$ cat src/rtl/extbus_strobe_seq.sv
module extbus_strobe_seq #(
  parameter int NAREA = 4,
  parameter int AW    = 32,
  parameter int DW    = 16,
  parameter int NL    = 4,
  parameter int WW    = 4
) (
  input  logic                      clk,
  input  logic                      rst_n,
  input  logic                      req_valid,
  output logic                      req_ready,
  input  logic [$clog2(NAREA)-1:0]  req_area,
  input  logic [AW-1:0]             req_addr,
  input  logic [NL-1:0]             req_mask,
  input  logic                      req_write,
  input  logic [DW-1:0]             req_wdata,
  input  logic [NAREA*4-1:0]        cfg_type,
  input  logic [NAREA*WW-1:0]       cfg_wait,
  input  logic [NAREA-1:0]          cfg_dly,
  input  logic [NAREA*WW-1:0]       cfg_idle,
  input  logic [NAREA*WW-1:0]       cfg_rec,
  output logic                      as_n,
  output logic [NAREA-1:0]          cs_n,
  output logic                      rd_n,
  output logic                      wr_n,
  output logic [NL-1:0]             lane_n,
  output logic [AW-1:0]             addr_o,
  output logic [DW-1:0]             dq_o,
  output logic                      dq_oe,
  input  logic [DW-1:0]             dq_i,
  output logic [DW-1:0]             rdata,
  output logic                      done
);
  localparam int AREA_W = $clog2(NAREA);
  localparam int QW     = WW + 1;

  typedef enum logic [1:0] {S_IDLE, S_SETUP, S_DLY, S_STB} st_t;

  st_t              st;
  logic [AREA_W-1:0] area, prev_area;
  logic [NL-1:0]    mask;
  logic             wr, last_wr, have_prev;
  logic [DW-1:0]    wdata;
  logic [WW-1:0]    cnt;
  logic [QW-1:0]    quiet;

  logic [NAREA-1:0] fam_pb, fam_be;
  for (genvar i = 0; i < NAREA; i++) begin : g_area
    assign fam_pb[i] = !cfg_type[i*4+3] && !cfg_type[i*4+1];
    assign fam_be[i] = !cfg_type[i*4+3] &&  cfg_type[i*4+1];
    assign cs_n[i]   = !(st != S_IDLE && area == AREA_W'(i));
  end
  wire mixed = (|fam_pb) && (|fam_be);

  wire [WW-1:0] rec_raw  = cfg_rec[prev_area*WW +: WW];
  wire [WW-1:0] idle_raw = cfg_idle[prev_area*WW +: WW];
  wire [WW-1:0] rec_n    = (mixed && rec_raw == '0)  ? WW'(1) : rec_raw;
  wire [WW-1:0] idle_n   = (mixed && idle_raw == '0) ? WW'(1) : idle_raw;
  wire [WW-1:0] need     = !have_prev ? '0 : last_wr ? rec_n : (req_write ? idle_n : '0);

  assign req_ready = (st == S_IDLE) && (quiet >= {1'b0, need});

  wire be_mode = cfg_type[area*4+1];
  wire stb     = (st == S_STB);
  wire active  = (st != S_IDLE);

  assign as_n   = !(st == S_SETUP);
  assign rd_n   = !(stb && !wr);
  assign wr_n   = !(stb && wr && be_mode);
  assign lane_n = be_mode ? (active ? ~mask : '1) : ((stb && wr) ? ~mask : '1);
  assign dq_oe  = stb && wr;
  assign dq_o   = wdata;

  always_ff @(posedge clk or negedge rst_n) begin
    if (!rst_n) begin
      st        <= S_IDLE;
      area      <= '0;
      prev_area <= '0;
      mask      <= '0;
      wr        <= 1'b0;
      last_wr   <= 1'b0;
      have_prev <= 1'b0;
      wdata     <= '0;
      addr_o    <= '0;
      cnt       <= '0;
      quiet     <= '0;
      rdata     <= '0;
      done      <= 1'b0;
    end else begin
      done <= 1'b0;
      case (st)
        S_IDLE: begin
          if (quiet != '1) quiet <= quiet + 1'b1;
          if (req_valid && req_ready) begin
            st     <= S_SETUP;
            area   <= req_area;
            addr_o <= req_addr;
            mask   <= req_mask;
            wr     <= req_write;
            wdata  <= req_wdata;
          end
        end
        S_SETUP: begin
          cnt <= cfg_wait[area*WW +: WW];
          st  <= cfg_dly[area] ? S_DLY : S_STB;
        end
        S_DLY: st <= S_STB;
        S_STB: begin
          if (cnt == '0) begin
            st        <= S_IDLE;
            done      <= 1'b1;
            quiet     <= '0;
            last_wr   <= wr;
            prev_area <= area;
            have_prev <= 1'b1;
            if (!wr) rdata <= dq_i;
          end else begin
            cnt <= cnt - 1'b1;
          end
        end
        default: st <= S_IDLE;
      endcase
    end
  end

  AST_AS_ONE_CYCLE: assert property (@(posedge clk) disable iff (!rst_n) !as_n |=> as_n);
  AST_AS_WITH_CS:   assert property (@(posedge clk) disable iff (!rst_n) !as_n |-> (cs_n != '1));
  AST_CS_ONEHOT:    assert property (@(posedge clk) disable iff (!rst_n) $onehot0(~cs_n));
  AST_STB_EXCL:     assert property (@(posedge clk) disable iff (!rst_n) !(!rd_n && !wr_n));
  AST_STB_IN_CS:    assert property (@(posedge clk) disable iff (!rst_n) (!rd_n || !wr_n) |-> (cs_n != '1));
  AST_OE_NO_READ:   assert property (@(posedge clk) disable iff (!rst_n) dq_oe |-> rd_n);
  AST_DONE_PULSE:   assert property (@(posedge clk) disable iff (!rst_n) done |=> !done);
  AST_DONE_IDLE:    assert property (@(posedge clk) disable iff (!rst_n) done |-> (cs_n == '1));
  AST_BUSY_NREADY:  assert property (@(posedge clk) disable iff (!rst_n) (cs_n != '1) |-> !req_ready);
endmodule

$ cat config.mk
export PLATFORM = sky130hd
export DESIGN_NAME = extbus_strobe_seq
export DESIGN_NICKNAME = d
export VERILOG_FILES = /design/src/rtl/extbus_strobe_seq.sv
export SDC_FILE = /design/constraint.sdc
export NUM_CORES = 1
export LEC_CHECK = 0
export BUFFER_PORTS_ARGS = -buffer_cell sky130_fd_sc_hd__buf_2
export CAP_MARGIN = 20
export CORE_ASPECT_RATIO = 1.4
export CORE_MARGIN = 2
export CORE_UTILIZATION = 35
export CTS_BUF_LIST = sky130_fd_sc_hd__clkbuf_8 sky130_fd_sc_hd__clkbuf_16
export DETAILED_ROUTE_END_ITERATION = 8
export PLACE_DENSITY = 0.64
export SETUP_SLACK_MARGIN = 0.5
export SYNTH_ARGS = -nofsm -noshare
export SYNTH_HDL_FRONTEND = slang
export SYNTH_SLANG_ARGS = --single-unit
$ cat constraint.sdc
create_clock -name clk -period 2.8 [get_ports clk]
set_input_delay 0.28 -clock clk [delete_from_list [all_inputs] [get_ports clk]]
set_output_delay 0.28 -clock clk [all_outputs]
set_load 0.1 [all_outputs]
* Yosys cells after proc, flatten, opt, wreduce, memory -nomap -nowiden
Index checks and enable logic that the tools add are counted.
** Cells by class
- Divide/modulo/power cells :: 0
- Shift operators :: 3
- $lt $le $gt $ge :: 3
- Reduce and logical (&&, ||, !) cells :: 52
- Bitwise gates (word level) :: 2
- Eq/ne operators :: 11
- $add $sub $neg :: 3
- Multipliers :: 0
- Muxes and demuxes :: 23
** Operators by type and width (count)
- $shiftx 16x5->4 :: 3
- $mux 4 :: 9
- $logic_and 1x1->1 :: 20
- $logic_not 1->1 :: 16
- $logic_not 4->1 :: 3
- $mux 5 :: 2
- $pmux 5 s2 :: 1
- $eq 2x2->1 const B :: 4
- $pmux 2 s4 :: 1
- $pmux 4 s2 :: 1
- $reduce_and 2->1 :: 4
- $reduce_or 4->1 :: 2
- $ne 2x1->1 const B :: 3
- $reduce_and 3->1 :: 2
- $reduce_bool 2->1 :: 3
- $add 4x1->5 const B :: 1
- $add 5x1->5 const B :: 1
- $ge 5x4->1 :: 1
- $lt 5x5->1 const B :: 1
- $mux 1 :: 5
- $ne 5x5->1 const B :: 1
- $bmux 1 s4 :: 1
- $eq 2x1->1 const B :: 2
- $logic_not 2->1 :: 2
- other kinds (7) :: 8
** Storage, ports and cells
- Logic and storage cells :: 110
- Memories kept :: 0
- Input port bits :: 142
- Bits in latches :: 0
- ROM bits :: 0
- Bits in writable memories :: 0
- Register bits after elaboration :: 87

* Longest topological paths before layout
- Word-level depth :: 14
- Depth in mapped cells :: 13
- Mapped depth without buffers :: 11

* Worst setup path after synthesis
Ideal clock, no wire load.
- Kind :: reg-to-output
- Start :: register prev_area[0]
- End :: output req_ready
- Arrival time :: 2816 ps
- Path buffers :: 1
- Required time :: 2520 ps
- Cell stages (with the launch flop) :: 10
- Path slack :: -296 ps
- Cell sequence :: dfrtp_1 buf_6 mux4_1 o21a_1 o22ai_1 a21oi_1 ha_1 o21ai_0 a22oi_1 and2_1
** On the way
- Word-level cells in the longest chain between the ends :: 9
- Elaborated cells on any way between the ends :: 13
- Classes of those cells :: order compare: 1; shift: 2; mux: 5; reduce/logical: 5
** RTL lines
- from (decl) :: line 40 : logic [AREA_W-1:0] area, prev_area;
- from (signal assigned) :: line 114 : prev_area <= area;
- $shiftx 16x5->4 :: line 56 : wire [WW-1:0] idle_raw = cfg_idle[prev_area*WW +: WW];
- $logic_not 4->1 :: line 58 : wire [WW-1:0] idle_n = (mixed && idle_raw == '0) ? WW'(1) : idle_raw;
- $logic_and 1x1->1 :: line 58
- $mux 4 :: line 58
- $mux 4 :: line 59 : wire [WW-1:0] need = !have_prev ? '0 : last_wr ? rec_n : (req_write ? idle_n : '0);
- $mux 4 (*) (2 in series) :: line 59
- $ge 5x4->1 (*) :: line 61 : assign req_ready = (st == S_IDLE) && (quiet >= {1'b0, need});
- $logic_and 1x1->1 (*) :: line 61
- to (decl) :: line 11 : output logic req_ready,
Every way passes the cells marked *; elsewhere a longest branch is shown, timed or not.

* Final worst setup path
Same ends and word-level chain as after synthesis.

==> impl_metrics.yaml <==
run_status:
  outcome: "finished, violations left"
  failed_checks: "negative setup slack"
worst_setup_path:
  cp.arrival_ns: 2.75
  cp.depth: 11
  path_delay_family: "compound AO/OA/AOI/OAI gates"
  crit_path_end_kind: "output pin"
  crit_required_ns: 2.52
  critical_path_class: "reg2out"
  path_cells: "buf_6 -> buf_4 -> mux4_2 -> o21a_1 -> o22ai_1 -> a21oi_1 -> ha_1 -> o21ai_2 -> a22oi_2 -> and2_4 -> buf_12"
  max_stage_delay_ns: 0.41
  start_kind: "register"
  worstPathMaxFanout: 5
  reg2reg_depth: 12
  cp_slowest_cell: "dfrtp_2"
  crit_buf_inv: 3
detailed_routing:
  ant_nets: 0
  num_vias: 3463
  drt_first_pass_iters: 4
  routed_wl_um: 11700
  dr.first_iter.drc_count: 139
  drcViolationCount: 0
  viasPerCell: 4.98
  wire_per_inst_um: 16.8
yosys:
  postSynth.asyncResetShare: 1.00
  ys.flop_type: "dfrtp_1"
  netlist_area_um2: 4280
  netlist_instances: 314
  seq_area_frac_synth: 0.509
  synth_edf_count: 0
  ys_ff_latch: 87
  avgSynthCellArea_um2: 13.6
  syn_nets: 467
  yosysWarnings: 0
  synth_cell_types: 48
timing:
  slew_violations: 0
  clock.fmax_mhz: 330
  tightest_slew_ns: 0.620
  fin_crit_ns: 3.03
  finalSetupViolCount: 57
  slew_headroom: 0.587
  rsz0062_at_grt: "yes"
  layout_setup_ws_ns: -0.231
  hold_violations: 0
  finClkSkew_ns: 0.00956
  fin_crit_sh: 1.08
die:
  die_w_um: 97.4
  num_io_pins: 220
  rows: 47
  core_um2: 11900
  initial_utilization: 0.360
  design.die.area_um2: 13100
  die_h_um: 135
place:
  gp_congestion: 0.825
  dp_cells: 666
  port_buffers: 211
  dp.final_hpwl_um: 8820
global_routing:
  grt_pass1_vias: 3595
  top_usage_layer: "met2"
  grt_pass1_wl_um: 17300
  grt_usage: 0.167
  grt_max_degree: 49
  use_met1: 0.175
  antenna_found_initial: 3
  grt_use_met2: 0.301
  overflow: 0
  grt_util_met3: 0.0538
run:
  cap_violations: 0
layout:
  nNetsFinal: 695
  fill_cells: 1069
  area_growth_pct: 43.2
  regArea_um2: 2180
  fin_cells: 696
  drive_gt1_frac: 0.649
  multi_input_area_um2: 2080
clocking:
  root_buffer: "clkbuf_16"
  clock_latency_ns: 0.34
  clockBufferDepth: 2
  cts.sinks: 87
  cts_tree: "yes"
  cts_made_buffers: 9
  path_clk_slew_ns: 0.07
  htreeDepth: 3
min_path:
  hp-class: "in2reg"
  whs_path_depth: 2
[synthesized netlist by cell type (2+ instances only)]
library cell / count / area (um2)
and2_1: 3 / 18.8
or3_1: 2 / 12.5
ha_1: 11 / 138
nor4b_2: 2 / 30.0
nor2_1: 10 / 37.5
mux4_1: 3 / 78.8
nand2_1: 18 / 67.6
a22o_1: 2 / 17.5
o2bb2ai_1: 3 / 26.3
a22oi_1: 3 / 22.5
mux4_2: 11 / 248
nand3b_1: 2 / 15.0
mux2i_1: 2 / 20.0
buf_6: 7 / 78.8
o22ai_1: 4 / 25.0
mux2_4: 4 / 60.1
nand3_1: 3 / 15.0
mux2_2: 71 / 800
buf_2: 4 / 20.0
o21ai_0: 10 / 50.1
dfrtp_1: 87 / 2180
inv_1: 11 / 41.3
a21oi_1: 8 / 40.0
clkbuf_1: 3 / 11.3
nor2b_1: 6 / 37.5
nand2b_1: 2 / 12.5
[registers in the layout, summed over array words and instances (netlist names)]
register	count
done	1
rdata	16
prev_area	2
last_wr	1
addr_o	32
mask	4
area	2
wr	1
cnt	4
dq_o	16
st	2
have_prev	1
quiet	5
[cells in the final DEF (no fill, tap or decap), types with 2 or more instances in the layout]
cell type   netlist  layout
dfrtp_1          87      86
o21ai_0          10       9
a22oi_1           3       2
inv_6             0       2
mux2_4            4      31
o2bb2ai_1         3       3
clkinvlp_4        0       2
mux2_2           71      44
nand3_1           3       3
a22o_1            2       2
mux4_2           11      13
nand3b_1          2       2
a21oi_1           8       7
buf_12            0       7
nand2_2           0       5
nand2b_1          2       2
buf_4             1      18
buf_2             4     205
o22ai_1           4       4
nor2b_1           6       6
nor2_1           10      10
inv_1            11      12
or3_1             2       2
ha_1             11       9
clkbuf_16         0      10
diode_2           0       2
nand2_1          18      13
mux2i_1           2       2
[timing repair]
action                                  in CTS  in global routing
hold endpoints to repair                    46                  0
resized for setup                            7                 27
hold buffers                                 1                  0
endpoints found under the setup margin      64                 59
gates cloned                                 0                  1
buffers inserted                             5                  5
pin swaps                                    2                  5
[worst reg2reg max path, cell delays in order (launching register included)]
cell and delay (ns):
dfrtp_2 0.36, buf_6 0.12, mux4_2 0.54, nor4b_4 0.28, o22ai_1 0.10, a21oi_1 0.13
ha_1 0.26, o21ai_2 0.18, a22oi_2 0.11, buf_4 0.16, nand3_4 0.11, clkbuf_16 0.23
mux2_2 0.34
[cell families after synthesis]
logic type,Yosys count,synth area share
compound gates,40,0.0620
buf+inv,28,0.0389
xor+xnor,1,0.00205
flops,87,0.509
simple gates,56,0.0740
fa+ha+maj,11,0.0322
mux,91,0.282
[path summary, 6_finish.rpt]
kind                                     end  slack, ns          from
worst max register to register       area[0]      -0.23  prev_area[0]
max in group asynchronous       prev_area[0]       1.48         rst_n
min in group asynchronous          rdata[14]       0.52         rst_n
worst max-delay path               req_ready      -0.23  prev_area[0]
worst min register to register      rdata[6]       0.50      rdata[6]
worst min-delay path              addr_o[23]       0.17  req_addr[23]
[stage by stage]
stage / utilization / hold WS, ns / area (um2) / setup TNS [ns] / setup WS, ns
floorplan: - / -0.0156 / 4310 / 0 / 0.0715
global placement: 0.472 / 0.325 / 5600 / -13.67 / -0.267
detailed placement: 0.472 / 0.339 / 5600 / -16.57 / -0.328
CTS: 0.501 / 0.153 / 5950 / -11.96 / -0.257
global route: 0.515 / 0.153 / 6120 / -19.08 / -0.364
finish: 0.516 / 0.168 / 6120 / -11.00 / -0.231
[metal layers]
metal / routed length (um) / vias up
met2: 6200 / 148
met4: 374 / 0
met5: 0 / -
li1: - / 1603
met1: 4250 / 1680
met3: 844 / 32
[final cells by class]
cell class	instances	area share
well taps	147	0.0300
inverters	12	0.00735
diodes	2	0.000817
clock buffers	10	0.0390
clock inverters	6	0.00735
multi-input cells	199	0.340
flip-flops and latches	87	0.356
repair buffers	233	0.220
Power is not shown: default switching activity piles up to over one toggle a cycle in this logic, so the estimate is an artifact.
